File: src/rtl/useq_pkg.sv
package useq_pkg;
    localparam int OP_W     = 6;
    localparam int UA_W     = 4;
    localparam int CS_DEPTH = 10;

    localparam logic [OP_W-1:0] OPC_RTYPE = 6'h00;
    localparam logic [OP_W-1:0] OPC_JUMP  = 6'h02;
    localparam logic [OP_W-1:0] OPC_BEQ   = 6'h04;
    localparam logic [OP_W-1:0] OPC_LOAD  = 6'h23;
    localparam logic [OP_W-1:0] OPC_STORE = 6'h2B;

    typedef enum logic [UA_W-1:0] {
        ST_FETCH     = 4'd0,
        ST_DECODE    = 4'd1,
        ST_MEM_ADDR  = 4'd2,
        ST_MEM_READ  = 4'd3,
        ST_LOAD_WB   = 4'd4,
        ST_MEM_WRITE = 4'd5,
        ST_EXEC      = 4'd6,
        ST_RTYPE_WB  = 4'd7,
        ST_BRANCH    = 4'd8,
        ST_JUMP      = 4'd9
    } uaddr_e;

    typedef enum logic [1:0] {
        SQ_FETCH = 2'b00,
        SQ_DISP1 = 2'b01,
        SQ_DISP2 = 2'b10,
        SQ_NEXT  = 2'b11
    } seq_e;

    typedef enum logic [1:0] { AC_NONE, AC_ADD, AC_SUB, AC_FUNC } aluc_e;
    typedef enum logic       { S1_PC, S1_A } src1_e;
    typedef enum logic [1:0] { S2_B = 2'b00, S2_FOUR = 2'b01, S2_EXT = 2'b10, S2_EXTSH = 2'b11 } src2_e;
    typedef enum logic [1:0] { RC_NONE, RC_WR_ALU, RC_WR_MDR } regc_e;
    typedef enum logic [1:0] { MC_NONE, MC_RD_PC, MC_RD_ALU, MC_WR_ALU } memc_e;
    typedef enum logic [1:0] { PW_NONE, PW_ALU, PW_COND, PW_JADDR } pcw_e;

    typedef struct packed {
        aluc_e alu;
        src1_e s1;
        src2_e s2;
        regc_e rc;
        memc_e mc;
        pcw_e  pw;
        seq_e  sq;
    } uinstr_t;
endpackage

File: src/rtl/useq_store.sv
module useq_store
    import useq_pkg::*;
(
    input  uaddr_e  addr,
    output uinstr_t word
);
    always_comb begin
        unique case (addr)
            ST_FETCH:     word = '{AC_ADD,  S1_PC, S2_FOUR,  RC_NONE,   MC_RD_PC,  PW_ALU,   SQ_NEXT};
            ST_DECODE:    word = '{AC_ADD,  S1_PC, S2_EXTSH, RC_NONE,   MC_NONE,   PW_NONE,  SQ_DISP1};
            ST_MEM_ADDR:  word = '{AC_ADD,  S1_A,  S2_EXT,   RC_NONE,   MC_NONE,   PW_NONE,  SQ_DISP2};
            ST_MEM_READ:  word = '{AC_NONE, S1_PC, S2_B,     RC_NONE,   MC_RD_ALU, PW_NONE,  SQ_NEXT};
            ST_LOAD_WB:   word = '{AC_NONE, S1_PC, S2_B,     RC_WR_MDR, MC_NONE,   PW_NONE,  SQ_FETCH};
            ST_MEM_WRITE: word = '{AC_NONE, S1_PC, S2_B,     RC_NONE,   MC_WR_ALU, PW_NONE,  SQ_FETCH};
            ST_EXEC:      word = '{AC_FUNC, S1_A,  S2_B,     RC_NONE,   MC_NONE,   PW_NONE,  SQ_NEXT};
            ST_RTYPE_WB:  word = '{AC_NONE, S1_PC, S2_B,     RC_WR_ALU, MC_NONE,   PW_NONE,  SQ_FETCH};
            ST_BRANCH:    word = '{AC_SUB,  S1_A,  S2_B,     RC_NONE,   MC_NONE,   PW_COND,  SQ_FETCH};
            ST_JUMP:      word = '{AC_NONE, S1_PC, S2_B,     RC_NONE,   MC_NONE,   PW_JADDR, SQ_FETCH};
            default:      word = '{AC_NONE, S1_PC, S2_B,     RC_NONE,   MC_NONE,   PW_NONE,  SQ_FETCH};
        endcase
    end
endmodule

File: src/rtl/useq_field_dec.sv
module useq_field_dec
    import useq_pkg::*;
(
    input  aluc_e      alu,
    input  src1_e      s1,
    input  src2_e      s2,
    input  regc_e      rc,
    input  memc_e      mc,
    input  pcw_e       pw,
    output logic       pc_wr,
    output logic       pc_wr_cond,
    output logic [1:0] pc_src,
    output logic       iord,
    output logic       mem_rd,
    output logic       mem_wr,
    output logic       ir_wr,
    output logic       mem_to_reg,
    output logic       reg_wr,
    output logic       reg_dst,
    output logic [1:0] alu_op,
    output logic       alu_src_a,
    output logic [1:0] alu_src_b
);
    always_comb begin
        unique case (alu)
            AC_SUB:  alu_op = 2'b01;
            AC_FUNC: alu_op = 2'b10;
            default: alu_op = 2'b00;
        endcase
        alu_src_a = (s1 == S1_A);
        alu_src_b = s2;
    end

    always_comb begin
        reg_wr = 1'b0; reg_dst = 1'b0; mem_to_reg = 1'b0;
        unique case (rc)
            RC_WR_ALU: begin reg_wr = 1'b1; reg_dst = 1'b1; end
            RC_WR_MDR: begin reg_wr = 1'b1; mem_to_reg = 1'b1; end
            default: ;
        endcase
    end

    always_comb begin
        mem_rd = 1'b0; mem_wr = 1'b0; iord = 1'b0; ir_wr = 1'b0;
        unique case (mc)
            MC_RD_PC:  begin mem_rd = 1'b1; ir_wr = 1'b1; end
            MC_RD_ALU: begin mem_rd = 1'b1; iord = 1'b1; end
            MC_WR_ALU: begin mem_wr = 1'b1; iord = 1'b1; end
            default: ;
        endcase
    end

    always_comb begin
        pc_wr = 1'b0; pc_wr_cond = 1'b0; pc_src = 2'b00;
        unique case (pw)
            PW_ALU:   pc_wr = 1'b1;
            PW_COND:  begin pc_wr_cond = 1'b1; pc_src = 2'b01; end
            PW_JADDR: begin pc_wr = 1'b1; pc_src = 2'b10; end
            default: ;
        endcase
    end
endmodule

File: src/rtl/useq_dispatch.sv
module useq_dispatch
    import useq_pkg::*;
#(
    parameter int TABLE = 1
) (
    input  logic [OP_W-1:0] op,
    output uaddr_e          target
);
    generate
        if (TABLE == 1) begin : g_decode_table
            always_comb begin
                unique case (op)
                    OPC_RTYPE:          target = ST_EXEC;
                    OPC_JUMP:           target = ST_JUMP;
                    OPC_BEQ:            target = ST_BRANCH;
                    OPC_LOAD, OPC_STORE: target = ST_MEM_ADDR;
                    default:            target = ST_FETCH;
                endcase
            end
        end else begin : g_memory_table
            always_comb begin
                unique case (op)
                    OPC_LOAD:  target = ST_MEM_READ;
                    OPC_STORE: target = ST_MEM_WRITE;
                    default:   target = ST_FETCH;
                endcase
            end
        end
    endgenerate
endmodule

File: src/rtl/useq_addr_sel.sv
module useq_addr_sel
    import useq_pkg::*;
(
    input  seq_e   sq,
    input  uaddr_e cur,
    input  uaddr_e disp1,
    input  uaddr_e disp2,
    output uaddr_e nxt
);
    logic [UA_W-1:0] incr;

    assign incr = cur + {{(UA_W-1){1'b0}}, 1'b1};

    always_comb begin
        unique case (sq)
            SQ_DISP1: nxt = disp1;
            SQ_DISP2: nxt = disp2;
            SQ_NEXT:  nxt = uaddr_e'(incr);
            default:  nxt = ST_FETCH;
        endcase
    end
endmodule

File: src/rtl/useq_sequencer.sv
module useq_sequencer
    import useq_pkg::*;
(
    input  logic            clk,
    input  logic            rst_n,
    input  logic [OP_W-1:0] opcode,
    output logic            pc_wr,
    output logic            pc_wr_cond,
    output logic            iord,
    output logic            mem_rd,
    output logic            mem_wr,
    output logic            ir_wr,
    output logic            mem_to_reg,
    output logic [1:0]      pc_src,
    output logic [1:0]      alu_op,
    output logic            alu_src_a,
    output logic [1:0]      alu_src_b,
    output logic            reg_wr,
    output logic            reg_dst
);
    uaddr_e  upc_q, upc_d, disp1_tgt, disp2_tgt;
    uinstr_t uword;

    always_ff @(posedge clk or negedge rst_n) begin
        if (!rst_n) upc_q <= ST_FETCH;
        else        upc_q <= upc_d;
    end

    useq_store u_store (.addr(upc_q), .word(uword));

    useq_dispatch #(.TABLE(1)) u_disp1 (.op(opcode), .target(disp1_tgt));
    useq_dispatch #(.TABLE(2)) u_disp2 (.op(opcode), .target(disp2_tgt));

    useq_addr_sel u_sel (
        .sq(uword.sq), .cur(upc_q), .disp1(disp1_tgt), .disp2(disp2_tgt), .nxt(upc_d)
    );

    useq_field_dec u_dec (
        .alu(uword.alu), .s1(uword.s1), .s2(uword.s2), .rc(uword.rc),
        .mc(uword.mc), .pw(uword.pw),
        .pc_wr(pc_wr), .pc_wr_cond(pc_wr_cond), .pc_src(pc_src), .iord(iord),
        .mem_rd(mem_rd), .mem_wr(mem_wr), .ir_wr(ir_wr), .mem_to_reg(mem_to_reg),
        .reg_wr(reg_wr), .reg_dst(reg_dst), .alu_op(alu_op),
        .alu_src_a(alu_src_a), .alu_src_b(alu_src_b)
    );

    AST_FETCH_TO_DECODE: assert property (@(posedge clk) disable iff (!rst_n)
        upc_q == ST_FETCH |=> upc_q == ST_DECODE);
    AST_DECODE_JUMP: assert property (@(posedge clk) disable iff (!rst_n)
        (upc_q == ST_DECODE && opcode == OPC_JUMP) |=> upc_q == ST_JUMP);
    AST_MADDR_LOAD: assert property (@(posedge clk) disable iff (!rst_n)
        (upc_q == ST_MEM_ADDR && opcode == OPC_LOAD) |=> upc_q == ST_MEM_READ);
    AST_SEQ_EXEC: assert property (@(posedge clk) disable iff (!rst_n)
        upc_q == ST_EXEC |=> upc_q == ST_RTYPE_WB);
    AST_END_TO_FETCH: assert property (@(posedge clk) disable iff (!rst_n)
        (upc_q inside {ST_LOAD_WB, ST_MEM_WRITE, ST_RTYPE_WB, ST_BRANCH, ST_JUMP})
        |=> upc_q == ST_FETCH);
    AST_MEM_RW_EXCL: assert property (@(posedge clk) disable iff (!rst_n)
        !(mem_rd && mem_wr));
    AST_UPC_RANGE: assert property (@(posedge clk) disable iff (!rst_n)
        int'(upc_q) < CS_DEPTH);
    AST_OUT_STABLE: assert property (@(posedge clk) disable iff (!rst_n)
        $stable(upc_q) |-> $stable({pc_wr, mem_rd, mem_wr, reg_wr, alu_op}));
endmodule

File: config.mk
export PLATFORM = sky130hd
export DESIGN_NAME = useq_sequencer
export DESIGN_NICKNAME = d
export VERILOG_FILES = /design/src/rtl/useq_pkg.sv /design/src/rtl/useq_store.sv /design/src/rtl/useq_field_dec.sv /design/src/rtl/useq_dispatch.sv /design/src/rtl/useq_addr_sel.sv /design/src/rtl/useq_sequencer.sv
export SDC_FILE = /design/constraint.sdc
export NUM_CORES = 1
export LEC_CHECK = 0
export ABC_CLOCK_PERIOD_IN_PS = 2100
export BUFFER_PORTS_ARGS = -buffer_cell sky130_fd_sc_hd__buf_2
export CAP_MARGIN = 10
export CORE_AREA = 5 5 42 44
export CTS_CLUSTER_DIAMETER = 60
export DETAILED_ROUTE_END_ITERATION = 6
export DIE_AREA = 0 0 47 49
export GPL_TIMING_DRIVEN = 0
export MAX_ROUTING_LAYER = met4
export PLACE_DENSITY = 0.74
export SLEW_MARGIN = 20
export SYNTH_ARGS = -nofsm -noshare
export SYNTH_HDL_FRONTEND = slang
export SYNTH_SLANG_ARGS = --single-unit
File: constraint.sdc
create_clock -name clk -period 2.1 [get_ports clk]
set_clock_uncertainty 0.15 [all_clocks]
set_input_delay 0.105 -clock clk [delete_from_list [all_inputs] [get_ports clk]]
set_output_delay 0.105 -clock clk [all_outputs]
set_load 0.02 [all_outputs]
==> reports/results.md, run 1 <==
| Metric | This run |
|---|---|
| Run status | completed |
| Starting Density | 42.1% |
| Net Count, Synth | 89 |
| Routed met2 length | 880 µm |
| Static leakage power | 0.478 nW |
| Buffer type at the clock tree root | sky130_fd_sc_hd__clkbuf_4 |
| Proportion of total power due to net switching | 49.2% |
| Count of different cell masters after synthesis | 28 |
| 1st-pass router iterations | 4 |
| Worst Tran Pin Value | 0.293 ns |
| Maximum clock frequency | 0.499 GHz |
| Cell row count | 14 |
| Clock tree sinks | 4 |
| Psw | 547 µW |
| Count of maximum capacitance violations | 0 |
| Largest driver fanout on the critical path | 4 |
| Antenna violations before repair | 0 |
| Number of nets at the end of the flow | 126 |
| Share of flip-flops with an asynchronous set or reset after synthesis | 100% |
| IR Drop Worst-Case VDD | 0.513 mV |
| Sequential element share of the synthesized area | 16.9% |
| Signed area change from the synthesized netlist to the final layout | 52.8% |
| RSZ-0062 raised after global routing | false |
| Sequential fraction of design power | 14.9% |
| Height of the die | 49 µm |
| Final count of hold timing violations | 0 |
| Predominant post-synthesis flop cell | sky130_fd_sc_hd__dfrtp_1 |
| Pwr per Cell Area | 1230 nW/µm² |
| Post-Syn Instances | 69 |
| Placeable Area | 1400 µm² |
| Count of input and output buffers | 23 |
| Vias post-DR | 621 |
| Post-DP HPWL | 1040 µm |
| Part of the power in combinational logic | 76.9% |
| Required time worst endpoint | 1.85 ns |
| Internal power of the cells | 565 µW |
| Uppermost layer routed | met4 |
| Vias/cell | 5.18 |
| Via count of the first global-routing pass | 577 |
| First-iteration detailed-routing DRC count | 12 |
| Crit path capture type | primary output |
| Clock buffers created by TritonCTS | 3 |
| Total congestion overflow after global routing | 0 |
| Storage element area | 104 µm² |
| Final Critical Period | 2.01 ns |
| Non-filler instance count after layout | 120 |
| Die extent in x | 47 µm |
| Number of top-level design ports | 24 |
| Final setup violation count | 0 |
| First-pass GRT wire length | 2420 µm |
| Area of the die | 2300 µm² |
| Detailed route wirelength on metal3 | 72 µm |
| Kind of critical path | flip-flop to primary output |
| Leading registers by flop count | upc_q (4) |
| Hold Path Stages | 2 |
| Detailed-route wire length per cell | 13.0 µm |
| Total Routing Usage GR | 14.6% |
| Number of synthesized flops with an enable pin | 0 |
| Tightest slew margin relative to the limit | 80.3% |
| Synthesis Warnings | 0 |
| Remaining design rule violation count | 0 |
| Cell area after synthesis | 591 µm² |
| Multi-input logic area | 499 µm² |
| Power share of the clock group | 8.2% |
| Number of buffers on the longest clock path | 2 |
| Max reg flops | 4 |
| Total instance count after detailed placement | 108 |
| Flip-flop and latch count after synthesis | 4 |
| Sort of element at the start of the critical path | flip-flop |
| Depth of the worst register-to-register path | 6 |
| Routed length on met1 | 568 µm |
| Clock transition at the registers of the reported paths | 0.03 ns |
| Global placer's final weighted congestion | 0.818 |
| Maximum number of pins on one net before global-route repair | 15 |
| Number of antenna repair diodes | 0 |
| Post-route ant nets | 0 |
| Average cell area after synthesis | 8.56 µm² |
| # fillers | 127 |
| Drt total wl | 1560 µm |
| Class of the tightest hold or removal check | input pin to flip-flop |
| Clock tree from TritonCTS | done |
| Data arrival time of the critical path | 1.75 ns |
| Htree depth | 1 |
| Later-pin clock latency in the skew report | 0.23 ns |
| Share of final-layout standard cells stronger than drive strength 1 | 51.9% |
| Register bank with the most flops | upc_q |
| Post-route clock period utilization | 95.5% |
| Setup tns final | 0 ns |
| Fin. max-slew vios | 0 |
-- cells in the final DEF, fill, tap and decap left out, types with 2 or more instances in the layout --
cell type / Yosys / layout
sky130_fd_sc_hd__buf_2: 0 / 22
sky130_fd_sc_hd__buf_4: 1 / 9
sky130_fd_sc_hd__inv_1: 10 / 7
sky130_fd_sc_hd__ha_1: 12 / 7
sky130_fd_sc_hd__nand2b_1: 5 / 4
sky130_fd_sc_hd__nor2_1: 4 / 4
sky130_fd_sc_hd__nand3b_1: 3 / 3
sky130_fd_sc_hd__o21ai_0: 3 / 3
sky130_fd_sc_hd__nor3_1: 3 / 3
sky130_fd_sc_hd__ha_4: 0 / 3
sky130_fd_sc_hd__clkbuf_4: 0 / 3
sky130_fd_sc_hd__dfrtp_2: 0 / 3
sky130_fd_sc_hd__a21o_1: 2 / 2
sky130_fd_sc_hd__inv_4: 0 / 2
sky130_fd_sc_hd__nand2_1: 3 / 2
sky130_fd_sc_hd__a221o_1: 2 / 2
sky130_fd_sc_hd__ha_2: 0 / 2
sky130_fd_sc_hd__dlygate4sd3_1: 0 / 2
-- area by class of cell --
type                            count  share of cell area [%]
Timing Repair Buffer               33                    22.3
Buffer                              2                    1.39
Tap cell                           16                    2.22
Multi-Input combinational cell     52                    55.3
Sequential cell                     4                    11.5
Inverter                           10                    4.72
Clock buffer                        3                    2.50
-- critical path: stages, from the launching register on --
cell	delay (ns)
sky130_fd_sc_hd__dfrtp_2	0.46
sky130_fd_sc_hd__inv_4	0.12
sky130_fd_sc_hd__ha_4	0.14
sky130_fd_sc_hd__nand2_2	0.05
sky130_fd_sc_hd__a21o_1	0.21
sky130_fd_sc_hd__ha_2	0.18
sky130_fd_sc_hd__or2_4	0.24
sky130_fd_sc_hd__buf_6	0.13
-- final timing paths --
check | startpoint | slack, ns | end
min | opcode[1] | 0.04 | upc_q[0]$_DFF_PN0_
min reg2reg | upc_q[1]$_DFF_PN0_ | 0.50 | upc_q[3]$_DFF_PN0_
max | upc_q[1]$_DFF_PN0_ | 0.09 | iord
max in group asynchronous | rst_n | 1.62 | upc_q[1]$_DFF_PN0_
min in group asynchronous | rst_n | 0.06 | upc_q[3]$_DFF_PN0_
max reg2reg | upc_q[0]$_DFF_PN0_ | 0.12 | upc_q[0]$_DFF_PN0_
-- metrics by stage --
stage          worst slack, ns  utilization [%]  hold slack (ns)  cell area [µm²]  total power, mW
2_1_floorplan            0.171                -           -0.341              597            0.610
3_5_place_dp           0.00679             52.2           -0.239              732            0.786
4_1_cts                 0.0236             58.8           0.0399              823            0.976
3_3_place_gp            0.0384             52.2           -0.241              732            0.764
5_1_grt                0.00362             64.4           0.0378              902             1.22
6_report                0.0942             64.4           0.0393              902             1.11
-- cell usage after synthesis (2+ instances only) --
| library cell | count | area, µm² |
|---|---|---|
| sky130_fd_sc_hd__ha_1 | 12 | 150 |
| sky130_fd_sc_hd__inv_1 | 10 | 37.5 |
| sky130_fd_sc_hd__nand2b_1 | 5 | 31.3 |
| sky130_fd_sc_hd__dfrtp_1 | 4 | 100 |
| sky130_fd_sc_hd__nor2_1 | 4 | 15.0 |
| sky130_fd_sc_hd__nand2_1 | 3 | 11.3 |
| sky130_fd_sc_hd__nand3b_1 | 3 | 22.5 |
| sky130_fd_sc_hd__nor3_1 | 3 | 15.0 |
| sky130_fd_sc_hd__o21ai_0 | 3 | 15.0 |
| sky130_fd_sc_hd__a21o_1 | 2 | 15.0 |
| sky130_fd_sc_hd__a221o_1 | 2 | 20.0 |
| sky130_fd_sc_hd__clkbuf_1 | 2 | 7.51 |
-- layer usage --
metal	up-vias	track usage, %
met5	-	-
met4	0	8.29
met3	4	2.21
met2	16	24.7
met1	290	15.1
li1	311	-
-- power by group through the flow --
stage               sequential [mW]  combinational [mW]  clock, mW
floorplan                     0.133               0.476          0
global placement              0.148               0.616          0
detailed placement            0.148               0.637          0
CTS                           0.151               0.730     0.0952
global route                  0.170               0.941      0.111
finish                        0.166               0.856     0.0916
-- repair_timing --
item,in CTS,in global routing
resized for setup,9,14
buffers inserted,3,5
endpoints found under the setup margin,2,1
hold buffers,2,0
pin swaps,0,3
endpoints found under the hold margin,5,0
-- logic make-up (layout without fill, tap and decap cells) --
logic type | Yosys count | after routing | share of synthesized area [%]
AO/OA/AOI/OAI | 10 | 10 | 12.5
XOR/XNOR | 1 | 1 | 1.48
adder cells (fa/ha/maj) | 12 | 12 | 25.4
buffers and inverters | 13 | 48 | 8.90
flip-flops | 4 | 4 | 16.9
multiplexers | 1 | 1 | 1.69
AND/OR/NAND/NOR | 28 | 28 | 33.1
Note: power is estimated with default switching activity, not from simulation.
==> run 2: changes to the inputs <==
--- a/config.mk
+++ b/config.mk
@@ -8,13 +8,15 @@
 export ABC_CLOCK_PERIOD_IN_PS = 2100
 export BUFFER_PORTS_ARGS = -buffer_cell sky130_fd_sc_hd__buf_2
 export CAP_MARGIN = 10
-export CORE_AREA = 5 5 42 44
+export CELL_PAD_IN_SITES_DETAIL_PLACEMENT = 1
+export CELL_PAD_IN_SITES_GLOBAL_PLACEMENT = 2
+export CORE_MARGIN = 5
+export CORE_UTILIZATION = 26
 export CTS_CLUSTER_DIAMETER = 60
 export DETAILED_ROUTE_END_ITERATION = 6
-export DIE_AREA = 0 0 47 49
 export GPL_TIMING_DRIVEN = 0
 export MAX_ROUTING_LAYER = met4
-export PLACE_DENSITY = 0.74
+export PLACE_DENSITY = 0.77
 export SLEW_MARGIN = 20
 export SYNTH_ARGS = -nofsm -noshare
 export SYNTH_HDL_FRONTEND = slang
==> reports/results.md, run 2 (synthesis gave the netlist of run 1 again) <==
| Metric | This run | Delta |
|---|---|---|
| Post-DP HPWL | 1260 µm | was 1040 µm |
| Vias/cell | 4.61 | was 5.18 |
| Signed area change from the synthesized netlist to the final layout | 57.0% | was 52.8% |
| Detailed-route wire length per cell | 12.7 µm | was 13.0 µm |
| Largest driver fanout on the critical path | 5 | was 4 |
| Sort of element at the start of the critical path | flip-flop | unchanged |
| Placeable Area | 2190 µm² | was 1400 µm² |
| Kind of critical path | flip-flop to flip-flop | was flip-flop to primary output |
| Drt total wl | 1710 µm | was 1560 µm |
| Count of maximum capacitance violations | 0 | unchanged |
| Register bank with the most flops | upc_q | unchanged |
| Global placer's final weighted congestion | 0.717 | was 0.818 |
| Leading registers by flop count | upc_q (4) | unchanged |
| Share of final-layout standard cells stronger than drive strength 1 | 51.4% | was 51.9% |
| Storage element area | 104 µm² | unchanged |
| Depth of the worst register-to-register path | 6 | unchanged |
| Most common library cell in the layout ignoring fill and taps | sky130_fd_sc_hd__buf_2 | unchanged |
| Remaining design rule violation count | 0 | unchanged |
| Cell row count | 17 | was 14 |
| Pwr per Cell Area | 1220 nW/µm² | was 1230 nW/µm² |
| Class of the tightest hold or removal check | input pin to flip-flop | unchanged |
| Run status | completed | unchanged |
| Source of the critical timing path | upc_q[0]$_DFF_PN0_ | was upc_q[1]$_DFF_PN0_ |
| Htree depth | 1 | unchanged |
| Maximum number of pins on one net before global-route repair | 11 | was 15 |
| Count of input and output buffers | 23 | unchanged |
| First-pass GRT wire length | 2770 µm | was 2420 µm |
| Cell area after layout | 927 µm² | was 902 µm² |
| Placement-stage worst setup slack | 0.0197 ns | was 0.00679 ns |
| Power, Total | 1.13 mW | was 1.11 mW |
| Final Critical Period | 2.00 ns | was 2.01 ns |
| Antenna violations before repair | 0 | unchanged |
| Required time worst endpoint | 2.11 ns | was 1.85 ns |
| Static leakage power | 0.496 nW | was 0.478 nW |
| First-iteration detailed-routing DRC count | 2 | was 12 |
| R2r endpoint | upc_q[0]$_DFF_PN0_ | unchanged |
| Setup slack of the critical path after layout | 0.0973 ns | was 0.0942 ns |
| Buffer type at the clock tree root | sky130_fd_sc_hd__clkbuf_4 | unchanged |
| Vias post-DR | 622 | was 621 |
| Total congestion overflow after global routing | 0 | unchanged |
| Number of top-level design ports | 24 | unchanged |
| 1st-pass router iterations | 4 | unchanged |
| Height of the die | 57.7 µm | was 49 µm |
| Clock transition at the registers of the reported paths | 0.04 ns | was 0.03 ns |
| Startpoint of the most critical register-to-register path | upc_q[0]$_DFF_PN0_ | unchanged |
| Reg2Reg Setup Slack | 0.1 ns | was 0.12 ns |
| Clock tree sinks | 4 | unchanged |
| Fin. max-slew vios | 0 | unchanged |
| Maximum clock frequency | 0.499 GHz | about the same |
| Final setup violation count | 0 | unchanged |
| Later-pin clock latency in the skew report | 0.23 ns | about the same |
| IR Drop Worst-Case VDD | 0.396 mV | was 0.513 mV |
| Clock buffers created by TritonCTS | 3 | unchanged |
| Most frequent cells in the layout | sky130_fd_sc_hd__buf_2 (22), sky130_fd_sc_hd__buf_4 (13), sky130_fd_sc_hd__inv_1 (8), sky130_fd_sc_hd__ha_1 (8), sky130_fd_sc_hd__nand2b_1 (5) | was sky130_fd_sc_hd__buf_2 (22), sky130_fd_sc_hd__buf_4 (9), sky130_fd_sc_hd__inv_1 (7), sky130_fd_sc_hd__ha_1 (7) |
| Number of nets at the end of the flow | 129 | was 126 |
| Capturing instance or port of the critical path | upc_q[0]$_DFF_PN0_ | was iord |
| Post-route clock period utilization | 95.4% | was 95.5% |
| Max reg flops | 4 | unchanged |
| Via count of the first global-routing pass | 633 | was 577 |
| Number of buffers on the longest clock path | 2 | unchanged |
| Crit path capture type | flip-flop | was primary output |
| Die extent in x | 57.7 µm | was 47 µm |
| Worst hold slack | 0.0346 ns | was 0.0393 ns |
| Clock tree from TritonCTS | done | unchanged |
| Area of the die | 3320 µm² | was 2300 µm² |
| Data arrival time of the critical path | 2.02 ns | was 1.75 ns |
| Total Routing Usage GR | 10.8% | was 14.6% |
| Cell area after placement | 747 µm² | was 732 µm² |
| Starting Density | 27.0% | was 42.1% |
| # fillers | 270 | was 127 |
| Worst Tran Pin Value | 0.294 ns | was 0.293 ns |
| Tightest slew margin relative to the limit | 80.3% | about the same |
| Number of antenna repair diodes | 0 | unchanged |
| Multi-input logic area | 489 µm² | was 499 µm² |
| Post-route ant nets | 0 | unchanged |
| Final count of hold timing violations | 0 | unchanged |
run 2: report_power, final:
group	internal (mW)	leakage, nW	switching [mW]	total [mW]
Combinational	0.418	0.433	0.466	0.884
Clock	0.0638	0.0138	0.0290	0.0927
Sequential	0.104	0.0487	0.0487	0.153
run 2: worst min path at each step:
stage	from	to	slack, ns	depth (start not counted)
after floorplan	rst_n	upc_q[0]$_DFF_PN0_	-0.34	0
after global placement	rst_n	upc_q[2]$_DFF_PN0_	-0.24	1
after detailed placement	rst_n	upc_q[1]$_DFF_PN0_	-0.24	1
after CTS	opcode[3]	upc_q[2]$_DFF_PN0_	0.02	2
after global routing	opcode[3]	upc_q[2]$_DFF_PN0_	0.04	2
final	opcode[3]	upc_q[2]$_DFF_PN0_	0.03	2
run 2: critical path: stages (launching register included):
cell	delay, ns
sky130_fd_sc_hd__dfrtp_2	0.46
sky130_fd_sc_hd__inv_4	0.06
sky130_fd_sc_hd__buf_4	0.13
sky130_fd_sc_hd__ha_1	0.23
sky130_fd_sc_hd__or4_1	0.55
sky130_fd_sc_hd__a21oi_1	0.21
sky130_fd_sc_hd__a311o_1	0.14
run 2: metal layers:
layer	GRT usage, %	vias to the layer above	part of all wire, %
met5	-	-	0
li1	-	315	-
met3	1.78	2	6.9
met1	11.5	288	40
met4	4.97	0	0.59
met2	19.2	17	52
run 2: repair_timing:
item | CTS | global route
hold buffers | 1 | 0
setup buffers | 5 | 6
cloned | 0 | 0
pin swaps | 0 | 2
gates resized for setup | 12 | 11
hold endpoints to repair | 4 | 0
setup endpoints to repair | 2 | 1
run 2: cell type report:
cell class,count,area share [%]
clock buffers,3,2.43
flip-flops and latches,4,11.2
well taps,28,3.78
plain buffers,3,2.16
multi-input cells,52,52.8
repair buffers,35,23.1
inverters,10,4.59
run 2: per-stage QoR:
stage                     cells  TNS [ns]  utilization, %
after floorplan              69         0               -
after global placement      120         0            34.1
after detailed placement    120         0            34.1
after CTS                   129         0            38.9
after global routing        135   -0.0181            42.3
final                       135         0            42.3
